<file path="config.mk">
export PLATFORM = sky130hd
export DESIGN_NAME = dual_axis_hpf
export DESIGN_NICKNAME = d
export VERILOG_FILES = /design/src/rtl/dah_pkg.sv /design/src/rtl/dah_yinv.sv /design/src/rtl/dah_hpf_step.sv /design/src/rtl/dual_axis_hpf.sv
export SDC_FILE = /design/constraint.sdc
export NUM_CORES = 1
export LEC_CHECK = 0
export BUFFER_PORTS_ARGS = -buffer_cell sky130_fd_sc_hd__buf_4
export CAP_MARGIN = 10
export CORE_ASPECT_RATIO = 0.8
export CORE_MARGIN = 3
export CORE_UTILIZATION = 37
export DETAILED_ROUTE_END_ITERATION = 16
export PLACE_DENSITY = 0.59
export SLEW_MARGIN = 20
export SYNTH_ARGS = -nofsm -noshare
export SYNTH_HDL_FRONTEND = slang
export SYNTH_SLANG_ARGS = --single-unit
</file>
<file path="constraint.sdc">
create_clock -name clk -period 4.3 [get_ports clk]
set_clock_uncertainty 0.15 [all_clocks]
set_input_delay 0.215 -clock clk [delete_from_list [all_inputs] [get_ports clk]]
set_output_delay 0.215 -clock clk [all_outputs]
set_load 0.005 [all_outputs]
</file>
<file path="src/rtl/dah_pkg.sv">
package dah_pkg;
    typedef enum logic {
        AXIS_X = 1'b0,
        AXIS_Y = 1'b1
    } axis_e;
endpackage

</file>
<file path="src/rtl/dah_yinv.sv">
module dah_yinv #(
    parameter int DW = 16
) (
    input  logic [DW-1:0] x_in,
    input  logic          inv_en,
    output logic [DW-1:0] x_out
);
    localparam logic [DW-1:0] MOST_NEG = {1'b1, {(DW-1){1'b0}}};
    localparam logic [DW-1:0] MOST_POS = {1'b0, {(DW-1){1'b1}}};

    always_comb begin
        if (!inv_en)
            x_out = x_in;
        else if (x_in == MOST_NEG)
            x_out = MOST_POS;
        else
            x_out = -x_in;
    end
endmodule

</file>
<file path="src/rtl/dah_hpf_step.sv">
module dah_hpf_step #(
    parameter int DW = 16,
    parameter int SW = 18,
    parameter int K  = 6
) (
    input  logic [DW-1:0] x,
    input  logic [SW-1:0] s,
    output logic [DW-1:0] y,
    output logic [SW-1:0] s_next
);
    localparam logic signed [SW:0] EMAX = {{(SW-DW+2){1'b0}}, {(DW-1){1'b1}}};
    localparam logic signed [SW:0] EMIN = {{(SW-DW+2){1'b1}}, {(DW-1){1'b0}}};

    logic signed [SW:0] x_ext;
    logic signed [SW:0] s_ext;
    logic signed [SW:0] e;
    logic signed [SW:0] step;

    always_comb begin
        x_ext  = {{(SW+1-DW){x[DW-1]}}, x};
        s_ext  = {s[SW-1], s};
        e      = x_ext - s_ext;
        step   = e >>> K;
        s_next = s + step[SW-1:0];
        if (e > EMAX)
            y = EMAX[DW-1:0];
        else if (e < EMIN)
            y = EMIN[DW-1:0];
        else
            y = e[DW-1:0];
    end
endmodule

</file>
<file path="src/rtl/dual_axis_hpf.sv">
module dual_axis_hpf #(
    parameter int DW = 16,
    parameter int K  = 6
) (
    input  logic          clk,
    input  logic          rst_n,
    input  logic          soft_clr,
    input  logic          in_valid,
    input  logic          in_axis,
    input  logic [DW-1:0] in_data,
    input  logic          ctl_hpf_bypass,
    input  logic          ctl_yinv,
    input  logic          ctl_st_dir,
    input  logic          ctl_st_en,
    output logic          out_valid,
    output logic          out_axis,
    output logic [DW-1:0] out_data,
    output logic          out_st_flag,
    output logic          st_dir_out
);
    import dah_pkg::*;

    localparam int SW    = DW + 2;
    localparam int NAXIS = 2;

    typedef struct packed {
        logic                        vld;
        axis_e                       axis;
        logic                        flag;
        logic                        dir;
        logic [DW-1:0]               data;
        logic [NAXIS-1:0][SW-1:0]    s;
    } state_t;

    state_t st_d, st_q;

    logic                          inv_en;
    logic                          bypass;
    logic [DW-1:0]                 x_sel;
    logic [NAXIS-1:0][DW-1:0]      y_ax;
    logic [NAXIS-1:0][SW-1:0]      sn_ax;

    assign inv_en = (axis_e'(in_axis) == AXIS_Y) && ctl_st_en && ctl_yinv;
    assign bypass = ctl_hpf_bypass || ctl_st_en;

    dah_yinv #(.DW(DW)) u_yinv (
        .x_in   (in_data),
        .inv_en (inv_en),
        .x_out  (x_sel)
    );

    for (genvar a = 0; a < NAXIS; a++) begin : g_axis
        dah_hpf_step #(.DW(DW), .SW(SW), .K(K)) u_step (
            .x      (x_sel),
            .s      (st_q.s[a]),
            .y      (y_ax[a]),
            .s_next (sn_ax[a])
        );
    end

    always_comb begin
        st_d     = st_q;
        st_d.vld = in_valid;
        st_d.dir = ctl_st_dir;
        if (in_valid) begin
            st_d.axis = axis_e'(in_axis);
            st_d.flag = ctl_st_en;
            if (bypass) begin
                st_d.data = x_sel;
            end else begin
                st_d.data         = y_ax[in_axis];
                st_d.s[in_axis]   = sn_ax[in_axis];
            end
        end
        if (soft_clr)
            st_d.s = '0;
    end

    always_ff @(posedge clk or negedge rst_n) begin
        if (!rst_n)
            st_q <= '0;
        else
            st_q <= st_d;
    end

    assign out_valid   = st_q.vld;
    assign out_axis    = st_q.axis;
    assign out_data    = st_q.data;
    assign out_st_flag = st_q.flag;
    assign st_dir_out  = st_q.dir;
endmodule

</file>
=== After elaboration in Yosys (flattened, before gate mapping) ===
Index checks and enable logic that the tools add are counted.

* Bits in registers: 56
* Input bits: 25
* Output and inout bits: 20
* Word-level logic and storage cells: 43

* Add/sub/neg operators: 5
* Magnitude comparators: 6
* Equal/unequal tests: 2
* Mux-type cells: 17
* Reduce and logical (&&, ||, !) cells: 6

{| class="wikitable"
|+ Operators by type and width
! kind !! count
|-
| $mux W16 || 9
|-
| $mux W36 || 3
|-
| $mux W18 || 3
|-
| $gt A19 B16 Y1 const B || 2
|-
| $lt A19 B16 Y1 const B || 2
|-
| $sub A16 B18 Y19 || 2
|-
| $add A18 B18 Y18 || 2
|-
| $bwmux W36 || 1
|-
| $demux W18 S1 || 1
|-
| $eq A16 B16 Y1 const B || 1
|-
| $neg A16 Y16 || 1
|-
| $logic_and A1 B1 Y1 || 3
|-
| $lt A1 B2 Y1 const B || 1
|-
| $ne A2 B2 Y1 const B || 1
|-
| $reduce_and A2 Y1 || 1
|-
| $reduce_bool A2 Y1 || 1
|-
| $ge A1 B1 Y1 const B || 1
|-
| $logic_or A1 B1 Y1 || 1
|}

=== Logic depth before layout (Yosys ltp) ===
Gate-level depths: netlist of run 1.

* Word-level depth: 11
* Depth in mapped cells: 28
* Depth with buffers taken out: 28

=== Hierarchy ===
A second synthesis of run 1 with hierarchy kept.

* Cells, all modules: 938
* Area, all modules: 7821.3 µm²

{| class="wikitable"
|+ Modules (own cells, without submodules)
! module !! times used !! cells an instance !! area an instance (µm²) !! seq. area each (µm²)
|-
| dual_axis_hpf || 1 || 274 || 3100.5 || 1401.3
|-
| dah_hpf_step (g_axis[0].u_step) || 1 || 314 || 2210.9 || 0.0
|-
| dah_hpf_step (g_axis[1].u_step) || 1 || 283 || 2059.5 || 0.0
|-
| dah_yinv || 1 || 67 || 450.4 || 0.0
|}

=== Worst setup path before layout of run 1 ===
No wires, ideal clock.

* Path type: input to register
* From: input in_data[10]
* To: register st_q[35] (netlist name)
* Setup time: 0.078 ns
* Data arrival time: 5.683 ns
* Required time: 4.072 ns
* Slack: -1.611 ns
* Stages: 26
* Buffers on the path: 1
* Cell sequence: or3_1 > or4_1 > or3_1 > buf_1 > a21oi_1 > nor2_1 > a21oi_1 > ha_1 > o21a_1 > o31a_1 > o21ai_0 > nand2b_1 > a21o_1 > a21oi_1 > xnor2_1 > ha_1 > a21oi_1 > o211ai_1 > o41ai_1 > o21ai_0 > and2_1 > o221ai_1 > o21ai_0 > xnor2_1 > or3_1 > a21oi_1

* Longest elaborated chain between the ends: 11
* Elaborated cells between the ends (all ways): 14
* Classes of those cells: 5 x add/sub; 1 x eq/ne; 8 x mux

{| class="wikitable"
|+ RTL lines
! item !! RTL line !! RTL
|-
| start, declared || dual_axis_hpf.sv:10 || <nowiki>input logic [DW-1:0] in_data,</nowiki>
|-
| $neg A16 Y16 or $eq A16 B16 Y1 (tied branches) || dah_yinv.sv:17, dah_yinv.sv:14 ||
|-
| $mux W16 || dah_yinv.sv:14 || <nowiki>else if (x_in == MOST_NEG)</nowiki>
|-
| $mux W16 (*) || dah_yinv.sv:12 || <nowiki>if (!inv_en)</nowiki>
|-
| $sub A16 B18 Y19 || dah_hpf_step.sv:22 || <nowiki>e = x_ext - s_ext;</nowiki>
|-
| $add A18 B18 Y18 || dah_hpf_step.sv:24 || <nowiki>s_next = s + step[SW-1:0];</nowiki>
|-
| $mux W18 (not written as such) (*) (2 in series) || dual_axis_hpf.sv:72 || <nowiki>st_d.s[in_axis] = sn_ax[in_axis];</nowiki>
|-
| $bwmux W36 (*) || dual_axis_hpf.sv:72 ||
|-
| $mux W36 (*) || dual_axis_hpf.sv:68 || <nowiki>if (bypass) begin</nowiki>
|-
| $mux W36 (*) || dual_axis_hpf.sv:65 || <nowiki>if (in_valid) begin</nowiki>
|-
| $mux W36 (*) || dual_axis_hpf.sv:75 || <nowiki>if (soft_clr)</nowiki>
|-
| end signal, assigned || dual_axis_hpf.sv:83 || <nowiki>st_q <= st_d;</nowiki>
|-
| end, declared || dual_axis_hpf.sv:35 || <nowiki>state_t st_d, st_q;</nowiki>
|}

Mark *: on every way between the ends. The rest lies on a longest branch, timed or not. The select of a mux whose other input is x is not followed.
A chain may end at the register's enable or synchronous reset.

=== Worst setup path in the final report of run 1 ===
Same ends and word-level chain as after synthesis.

==> metrics, run 1 <==
status=finished with violations; violated checks=setup timing; CTS clk-pin slew, worst paths=0.08 ns; register share of total power=0.203; VDD IR max=between 0.15 and 0.2 mV; die width=approximately 150 microns; Clk network pwr share=0.150; crit share post-route=1.211; overall power=0.003000 W; fmax=approximately 190 MHz; internal power=around 0.0018 W; synthesized netlist net count=around 930; final WL=around 23000 microns; final RePlAce weighted congestion=0.9796; Synth async-reset ratio=1.000; hold slack=around 0.046 ns; WL/cell=about 16 microns; Tightest Hold Check Type=input port to register; # diodes=0; first-pass GRT wire length=between 30000 and 40000 microns; Overflow after GRT=0; placed wire-length estimate=roughly 17000 microns; top routing layer used=met4; Routed Antenna Nets=0; PnR worst setup slack=-0.9070 ns; Synth area leader=dfrtp_1; Max-Cap Viols=0; Core Rows=41; syn_area_per_cell=7.629 sq um; vias=~7300; vias per inst=~5.3; Power Density=between 200 and 300 nW/um^2; worst slew pin tran=between 1 and 1.5 ns; Worst EP required=roughly 4.4 ns; Post-Route Setup TNS=-22.88 ns; dominant synthesized flop cell=dfrtp_1; pins over their slew limit=0; CP dominant cell by count=a21oi_2; WL met2=9865 microns; Synth Cell Area=6294 sq um; synth-to-layout area growth=60.80%; arrival time worst endpoint=5.30 ns; Psw=around 0.0012 W; drt drc=0; CTS Buf Count=5; switching share of total power=0.3920; Combinational Power Share=0.647; CTS Sinks=56; CTS tree=yes; vias in the first global route=slightly below 7000; root cell of the clock tree=clkbuf_16; WS Path Type=input port to register; Chip Height=approximately 120 microns; met3 wire len=around 1400 microns; sequential fraction of the synthesis area=0.2227; IO Count=45; worst-case clock buffer depth=2; Core ar.=16210 sq um; Synth Register Bits=56; relative slew slack=0.3219; Area contributors post-synth=dfrtp_1 (22%), ha_1 (15%), a21oi_1 (8.6%), xnor2_1 (6.0%), nand2_1 (5.2%); nets=approximately 1300; Worst setup SP type=input port; antenna violations before repair=2; GRT Total Usage=0.2316; DRT iter0 DRCs=444; CP Max Fanout=4; Port Buffers=44; kind of end point of the critical path=register; max incr delay on CP=~0.46 ns; final setup vio count=43; unrepaired setup endpoints after global routing=yes; Post-Syn Instances=slightly above 800; Synth cell types=67; static leakage=around 4.7 nW; min Tclk post-route=approximately 5.2 ns; Slowest-stage cell, CP=or4_4; ratio of cells with drive above 1 in the final layout=0.4292; Die ar.=roughly 19000 sq um; worst skew pair latency=between 0.3 and 0.4 ns; initial core utilization=0.3882; Post-synth EDFFs=0; most frequent cell after synthesis=a21oi_1; Synthesis Warnings=0; Hold Vio Cnt, Final=0; pin count of the biggest net entering global routing=57; TritonRoute pass-1 iters=5; share of the synthesized area in the top cell type=0.2227; most frequent cells after synthesis=a21oi_1 (108), nand2_1 (87), ha_1 (73); DRT met1 WL=~11000 microns; CTS H-Tree Depth=2
## layout make-up
class                      instances  area, sq um
inverter                          57        216.5
clock buffer                       6        138.9
tap                              215        269.0
sequential                        56         1401
multi-input combinational        686         5351
clock inverter                     2        10.01
fill                            1415         6091
timing repair buffer             351         2733
## routing by layer
layer / GRT usage / up-vias
met5: 0 / -
met3: 0.03877 / 20
met2: 0.3604 / 196
met4: 0.04099 / 0
li1: - / 3651
met1: 0.3425 / 3405
## worst paths after layout
check / from / endpoint / slack [ns] / cells past startpoint
max in group asynchronous: rst_n / out_st_flag / 3.05 / 2
min: in_valid / out_valid / 0.05 / 1
max reg2reg: st_q[18] / st_q[35] / -0.23 / 22
min in group asynchronous: rst_n / st_q[15] / 0.39 / 2
max: in_data[10] / st_q[35] / -0.91 / 26
min reg2reg: out_st_flag / out_st_flag / 0.37 / 1
## sequential cells by signal, summed over array words and instances (netlist names)
| name | flops |
|---|---|
| out_valid | 1 |
| st_dir_out | 1 |
| out_st_flag | 1 |
| st_q | 36 |
| out_axis | 1 |
| out_data | 16 |
## kinds of logic (layout without fill, tap and decap cells)
group | Yosys count | after routing | share of synthesized area
AOI/OAI and AO/OA | 299 | 299 | 0.2980
xor gates and xnor gates | 58 | 58 | 0.08072
adders and majority gates | 77 | 77 | 0.1579
buffers and inverters | 83 | 416 | 0.05288
DFF | 56 | 56 | 0.2227
muxes | 3 | 3 | 0.005169
and+or+nand+nor | 249 | 249 | 0.1827
## power by group through the flow
stage	Combinational, W	Clock, W	Sequential [W]
finish	0.00194	0.000450	0.000610
global route	0.00210	0.000482	0.000615
CTS	0.00177	0.000462	0.000609
detailed placement	0.00159	0	0.000619
global placement	0.00157	0	0.000618
floorplan	0.000838	0	0.000607
## timing repair
item | CTS | global route
resized for setup | 89 | 61
cloned | 1 | 0
hold endpoints to repair | 57 | 0
pin swaps | 72 | 64
endpoints found under the setup margin | 43 | 46
hold buffers | 2 | 0
buffers inserted | 33 | 15
## through the flow
stage | std cells | area (sq um) | util | worst slack [ns]
final | 1373 | 10120 | 0.6243 | -0.9070
after global routing | 1373 | 10120 | 0.6243 | -1.167
after CTS | 1359 | 9713 | 0.5992 | -0.8229
after detailed placement | 1318 | 8865 | 0.5469 | -1.378
after global placement | 1318 | 8865 | 0.5469 | -1.349
after floorplan | 825 | 6424 | - | -1.051
## critical path, delay by kind of cell
kind	cells	cell delay [ns]
and+or+nand+nor	7	1.84
xor gates and xnor gates	2	0.24
AOI/OAI and AO/OA	14	2.35
buffers and inverters	1	0.09
adders and majority gates	2	0.54
## cell usage in the layout (no fill, tap or decap), types with 5 or more instances in the layout
cell and count:
a21oi_1 83, o31ai_1 5, buf_4 329, nand2_1 86, a211oi_2 5, o21ai_0 28, and3_1 11, nor2_2 7
nand3b_1 5, buf_6 18, a21o_1 23, a22oi_1 14, ha_4 10, o21bai_1 8, nor2_1 57, nand3_1 13
o211ai_1 5, clkbuf_16 5, or3_1 8, dfrtp_1 56, xnor2_2 10, xor2_1 14, xnor2_1 33, o21a_1 12
nor3_1 12, o21ai_2 16, inv_1 52, a21oi_2 23, o21ai_1 24, ha_1 61, nor2b_1 6, nand2b_1 6
(Power assumes the default switching activity.)
==> inputs of run 2 (changes only) <==
--- a/config.mk
+++ b/config.mk
@@ -7,7 +7,7 @@
 export LEC_CHECK = 0
 export BUFFER_PORTS_ARGS = -buffer_cell sky130_fd_sc_hd__buf_4
 export CAP_MARGIN = 10
-export CORE_ASPECT_RATIO = 0.8
+export CORE_ASPECT_RATIO = 1.75
 export CORE_MARGIN = 3
 export CORE_UTILIZATION = 37
 export DETAILED_ROUTE_END_ITERATION = 16
==> constraint.sdc (replaced) <==
create_clock -name clk -period 4.3 [get_ports clk]
set_clock_uncertainty 0.15 [all_clocks]
set_input_delay 1.075 -clock clk [delete_from_list [all_inputs] [get_ports clk]]
set_output_delay 1.075 -clock clk [all_outputs]
set_load 0.005 [all_outputs]
==> run 2 against run 1 <==
- the run still ends with setup timing left
- setup slack worse by 0.96 ns
- cell area is 5.5% higher
- first-iteration DRC count is 20% lower
==> metrics, run 2 (synthesized netlist as in run 1, its figures left out) <==
status=finished with violations (unchanged); violated checks=setup timing (unchanged); WL/cell=17.20 microns (was 16.42 microns); Port Buffers=44 (unchanged); Slowest-stage cell, CP=or4_4 (unchanged); Psw=0.001241 W (was 0.001176 W); pin count of the biggest net entering global routing=57 (unchanged); Combinational Power Share=0.661 (was 0.647); CP dominant cell by count=a21oi_2 (unchanged); Core Rows=62 (was 41); root cell of the clock tree=clkbuf_16 (unchanged); WS Path Type=input port to register (unchanged); PnR worst setup slack=-1.865 ns (was -0.9070 ns); relative slew slack=0.4104 (was 0.3219); IO Count=45 (unchanged); fmax=162.2 MHz (was 192.1 MHz); synth-to-layout area growth=69.60% (was 60.80%); pins over their slew limit=0 (unchanged); GRT Total Usage=0.2532 (was 0.2316); vias=7668 (was 7272); CTS clk-pin slew, worst paths=0.08 ns (about the same); Worst setup SP type=input port (unchanged); initial core utilization=0.3809 (was 0.3882); Post-Route Setup TNS=-61.98 ns (was -22.88 ns); Hold Vio Cnt, Final=0 (unchanged); unrepaired setup endpoints after global routing=yes (unchanged); Non-Filler Instances=1422 (was 1373); final WL=24450 microns (was 22540 microns); DRT iter0 DRCs=353 (was 444); Die ar.=18670 sq um (was 18620 sq um); most frequent cells in the layout=buf_4 (356), nand2_1 (81), a21oi_1 (73) (was buf_4 (329), nand2_1 (86), a21oi_1 (83)); Post-Place Cells=1343 (was 1318); Clk network pwr share=0.146 (was 0.150); CTS Buf Count=5 (unchanged); crit share post-route=1.434 (was 1.211); register share of total power=0.194 (was 0.203); Routed Antenna Nets=0 (unchanged); worst-case clock buffer depth=2 (unchanged); die width=104.6 microns (was 151.8 microns); max incr delay on CP=0.44 ns (was 0.46 ns); final setup vio count=51 (was 43); TritonRoute pass-1 iters=5 (unchanged); arrival time worst endpoint=6.25 ns (was 5.30 ns); Chip Height=178.5 microns (was 122.7 microns); Worst EP required=4.39 ns (about the same); vias per inst=5.392 (was 5.296); vias in the first global route=7735 (was 6834); internal power=0.001896 W (was 0.001824 W); Overflow after GRT=0 (unchanged); worst slew pin tran=0.8820 ns (was 1.013 ns); switching share of total power=0.3956 (was 0.3920); Largest Register=st_q (unchanged); drt drc=0 (unchanged); kind of end point of the critical path=register (unchanged); CTS Sinks=56 (unchanged); final RePlAce weighted congestion=0.9129 (was 0.9796); ratio of cells with drive above 1 in the final layout=0.4816 (was 0.4292); static leakage=4.939 nW (was 4.674 nW); first-pass GRT wire length=37770 microns (was 35200 microns); placed wire-length estimate=17750 microns (was 16700 microns); antenna violations before repair=0 (was 2); Core ar.=16520 sq um (was 16210 sq um); overall power=0.003138 W (was 0.003000 W); Tightest Hold Check Type=register to register (was input port to register); nets=1299 (was 1259); Max-Cap Viols=0 (unchanged); worst skew pair latency=0.32 ns (was 0.31 ns); CTS H-Tree Depth=2 (unchanged); VDD IR max=0.1694 mV (was 0.1838 mV); min Tclk post-route=6.165 ns (was 5.207 ns); CP Max Fanout=4 (unchanged); Power Density=293.9 nW/um^2 (was 296.4 nW/um^2); pre-CTS setup slack=-2.350 ns (was -1.378 ns); CTS tree=yes (unchanged); Largest register FFs=36 (unchanged); # diodes=0 (unchanged); most common cell after layout, fill and taps aside=buf_4 (unchanged)
[run 2: cell types whose count changed in the layout (fill, tap and decap cells not counted), moves of 3 or more]
| cell | change |
|---|---|
| buf_4 | +27 |
| buf_6 | +14 |
| a21oi_1 | -10 |
| a21oi_2 | +10 |
| o21ai_0 | -7 |
| o21ai_2 | +7 |
| nor2_2 | +6 |
| nand2_1 | -5 |
| nand2_2 | +5 |
| nor2_1 | -4 |
| ha_4 | +3 |
[run 2: layout make-up]
class	count	area (sq um)
flip-flops and latches	56	1401
multi-input cells	686	5532
fillers	1399	5849
inverters	57	216.5
clock inverters	3	26.28
well taps	224	280.3
repair buffers	391	3093
clock buffers	5	125.1
[run 2: metrics by stage]
step                instance area [sq um]  utilization  hold slack (ns)
global route                        10670       0.6460           0.3919
global placement                     9004       0.5449           0.3421
detailed placement                   9004       0.5449           0.3518
finish                              10670       0.6460           0.3716
floorplan                            6456            -           0.3408
CTS                                 10100       0.6115           0.3710
[run 2: routing by layer]
metal / up-vias / global-route usage / wire length (microns)
met1: 3682 / 0.2620 / 8868
met3: 89 / 0.01630 / 674
met5: - / 0 / 0
li1: 3717 / - / -
met2: 180 / 0.5008 / 13380
met4: 0 / 0.1379 / 1533
[run 2: repair_timing]
| action | 4_1_cts | 5_1_grt |
|---|---|---|
| setup endpoints to repair | 52 | 52 |
| gates cloned | 2 | 0 |
| buffers inserted | 49 | 36 |
| gates resized for setup | 119 | 97 |
| pin swaps | 142 | 77 |
| hold buffers | 0 | 0 |
[run 2: path summary, 6_finish.rpt]
kind	from	endpoint	slack, ns	depth (start not counted)
max reg2reg	st_q[18]	st_q[35]	-0.33	23
min in group asynchronous	rst_n	st_q[32]	0.69	1
max	in_data[10]	st_q[35]	-1.87	29
max in group asynchronous	rst_n	out_data[2]	2.77	1
min reg2reg	out_st_flag	out_st_flag	0.37	1
min	out_st_flag	out_st_flag	0.37	1
[run 2: power groups by stage]
| stage | Sequential, W | Clock, W | Combinational (W) |
|---|---|---|---|
| 6_report | 0.000607 | 0.000457 | 0.00207 |
| 5_1_grt | 0.000612 | 0.000487 | 0.00223 |
| 2_1_floorplan | 0.000607 | 0 | 0.000847 |
| 3_3_place_gp | 0.000616 | 0 | 0.00160 |
| 4_1_cts | 0.000606 | 0.000471 | 0.00190 |
| 3_5_place_dp | 0.000617 | 0 | 0.00162 |
[run 2: critical path: cells and delay by family]
family | cells | cell delay (ns)
adders and majority gates | 2 | 0.52
xor gates and xnor gates | 2 | 0.25
buffers and inverters | 3 | 0.40
and+or+nand+nor | 8 | 1.93
AOI/OAI and AO/OA | 14 | 2.08
==> inputs of run 3 (changes only) <==
--- a/config.mk
+++ b/config.mk
@@ -10,6 +10,7 @@
 export CORE_ASPECT_RATIO = 1.75
 export CORE_MARGIN = 3
 export CORE_UTILIZATION = 37
+export CTS_BUF_LIST = sky130_fd_sc_hd__clkbuf_2
 export DETAILED_ROUTE_END_ITERATION = 16
 export PLACE_DENSITY = 0.59
 export SLEW_MARGIN = 20
==> run 3 against run 2 <==
- the run still ends with setup timing left
- clock power decreased by 43%
- total power decreased by 4.9%
- clock-buffer cell count unchanged
- register-to-register slack improved by 0.03 ns
- sequential power up 0.7%
- maximum frequency increased by 3.8%
- critical path type unchanged
==> metrics, run 3 (synthesized netlist as in run 1, its figures left out) <==
status=finished with violations (unchanged); violated checks=setup timing (unchanged); drt drc=0 (unchanged); VDD IR max=0.1360 mV (was 0.1694 mV); Chip Height=178.5 microns (unchanged); GRT Total Usage=0.2510 (was 0.2532); Worst EP required=4.62 ns (was 4.39 ns); ratio of cells with drive above 1 in the final layout=0.4849 (was 0.4816); first-pass GRT wire length=37560 microns (was 37770 microns); Port Buffers=44 (unchanged); pre-CTS setup slack=-2.350 ns (unchanged); static leakage=4.901 nW (was 4.939 nW); flop-to-flop setup slack=-0.30 ns (was -0.33 ns); Overflow after GRT=0 (unchanged); CTS tree=yes (unchanged); Hold Vio Cnt, Final=0 (unchanged); WS Path Type=input port to register (unchanged); final WL=24780 microns (was 24450 microns); root cell of the clock tree=clkbuf_2 (was clkbuf_16); initial core utilization=0.3809 (unchanged); most common cell after layout, fill and taps aside=buf_4 (unchanged); pin count of the biggest net entering global routing=57 (unchanged); placed wire-length estimate=17750 microns (unchanged); final RePlAce weighted congestion=0.9129 (unchanged); Max-Cap Viols=0 (unchanged); Routed Antenna Nets=0 (unchanged); antenna violations before repair=1 (was 0); Core ar.=16520 sq um (unchanged); Die ar.=18670 sq um (unchanged); Largest Register=st_q (unchanged); most frequent cells in the layout=buf_4 (355), nand2_1 (82), a21oi_1 (75) (was buf_4 (356), nand2_1 (81), a21oi_1 (73)); vias per inst=5.387 (was 5.392); WL/cell=17.44 microns (was 17.20 microns); fmax=168.3 MHz (was 162.2 MHz); Post-Place Cells=1343 (unchanged); Core Rows=62 (unchanged); CP Max Fanout=4 (unchanged); vias=7655 (was 7668); Non-Filler Instances=1421 (was 1422); IO Count=45 (unchanged); final setup vio count=50 (was 51); unrepaired setup endpoints after global routing=yes (unchanged); TritonRoute pass-1 iters=4 (was 5); crit share post-route=1.382 (was 1.434); worst skew pair latency=0.55 ns (was 0.32 ns); nets=1297 (was 1299); CTS Sinks=56 (unchanged); Power Density=281.1 nW/um^2 (was 293.9 nW/um^2); hold slack=0.3748 ns (was 0.3716 ns); die width=104.6 microns (unchanged); worst-case clock buffer depth=2 (unchanged); Tightest Hold Check Type=input port to async pin (was register to register); arrival time worst endpoint=6.26 ns (was 6.25 ns); overall power=0.002985 W (was 0.003138 W); CTS clk-pin slew, worst paths=0.38 ns (was 0.08 ns); Worst setup SP type=input port (unchanged); relative slew slack=0.3460 (was 0.4104); CTS H-Tree Depth=2 (unchanged); # fillers=1386 (was 1399); synth-to-layout area growth=68.75% (was 69.60%); CTS Buf Count=5 (unchanged); kind of end point of the critical path=register (unchanged); worst slew pin tran=0.9783 ns (was 0.8820 ns); pins over their slew limit=0 (unchanged); vias in the first global route=7756 (was 7735); PnR worst setup slack=-1.641 ns (was -1.865 ns); DRT iter0 DRCs=376 (was 353); Largest register FFs=36 (unchanged); min Tclk post-route=5.941 ns (was 6.165 ns)
==> run 3: cell count changes in the layout (fill, tap and decap cells not counted), sizes merged <==
cell | previous run | this run
diode | 0 | 1
buf | 391 | 389
==> run 3: path summary, 6_finish.rpt <==
path                            depth (start not counted)         from           to
worst max-delay path                                   27  in_data[10]     st_q[35]
worst min-delay path                                    1        rst_n     st_q[32]
worst max register to register                         22     st_q[18]     st_q[35]
worst min register to register                          1  out_st_flag  out_st_flag
max in group asynchronous                               1        rst_n      st_q[3]
min in group clk                                        1  out_st_flag  out_st_flag
==> run 3: what timing repair did <==
item | 4_1_cts | 5_1_grt
gates cloned | 2 | 0
endpoints found under the setup margin | 50 | 50
resized for setup | 131 | 94
hold endpoints to repair | 0 | 0
hold buffers | 0 | 0
setup buffers | 57 | 34
pin swaps | 147 | 86
==> run 3: critical path, cell delays in order <==
cell and delay [ns]:
buf_6 0.09, or3_4 0.38, or4_4 0.45, or3_4 0.39, a21oi_2 0.13, nor2_1 0.05, a21oi_2 0.18, ha_4 0.25
a211oi_4 0.24, nor2_2 0.08, buf_4 0.14, o21a_1 0.17, nor2_2 0.11, o21bai_1 0.08, a21oi_2 0.17, xnor2_2 0.15
ha_1 0.29, nand3_1 0.10, o211ai_1 0.17, o41ai_2 0.43, o21ai_2 0.11, and2_4 0.19, o221ai_4 0.17, o21ai_2 0.07
xnor2_1 0.14, or3_1 0.33, a21oi_2 0.14
==> run 3: where the power goes <==
part           internal (W)  total [W]  switching [W]
logic               0.00112    0.00211       0.000988
clock network     0.0000458   0.000262       0.000216
registers          0.000572   0.000611      0.0000386
==> run 3: cell type report <==
| cell class | instances | area (sq um) | area share |
|---|---|---|---|
| multi-input combinational | 686 | 5603 | 0.5276 |
| timing repair buffer | 389 | 3065 | 0.2886 |
| sequential | 56 | 1401 | 0.1320 |
| tap | 224 | 280.3 | 0.02639 |
| inverter | 57 | 216.5 | 0.02038 |
| clock inverter | 3 | 26.28 | 0.002474 |
| clock buffer | 5 | 25.02 | 0.002356 |
| antenna | 1 | 2.502 | 0.0002356 |
==> run 3: metrics by stage <==
step           area, sq um  setup TNS (ns)  utilization
2_1_floorplan         6456          -57.48            -
3_3_place_gp          9004          -91.51       0.5449
3_5_place_dp          9004          -94.55       0.5449
4_1_cts              10060          -56.16       0.6087
5_1_grt              10620          -59.10       0.6427
6_report             10620          -52.52       0.6427
==> run 3: per-layer routing <==
layer | GRT usage | share of wire | wire, microns | vias up
li1 | - | - | - | 3714
met1 | 0.2581 | 0.37 | 9105 | 3658
met2 | 0.4903 | 0.55 | 13580 | 190
met3 | 0.01992 | 0.023 | 577 | 93
met4 | 0.1472 | 0.062 | 1525 | 0
met5 | 0 | 0 | 0 | -
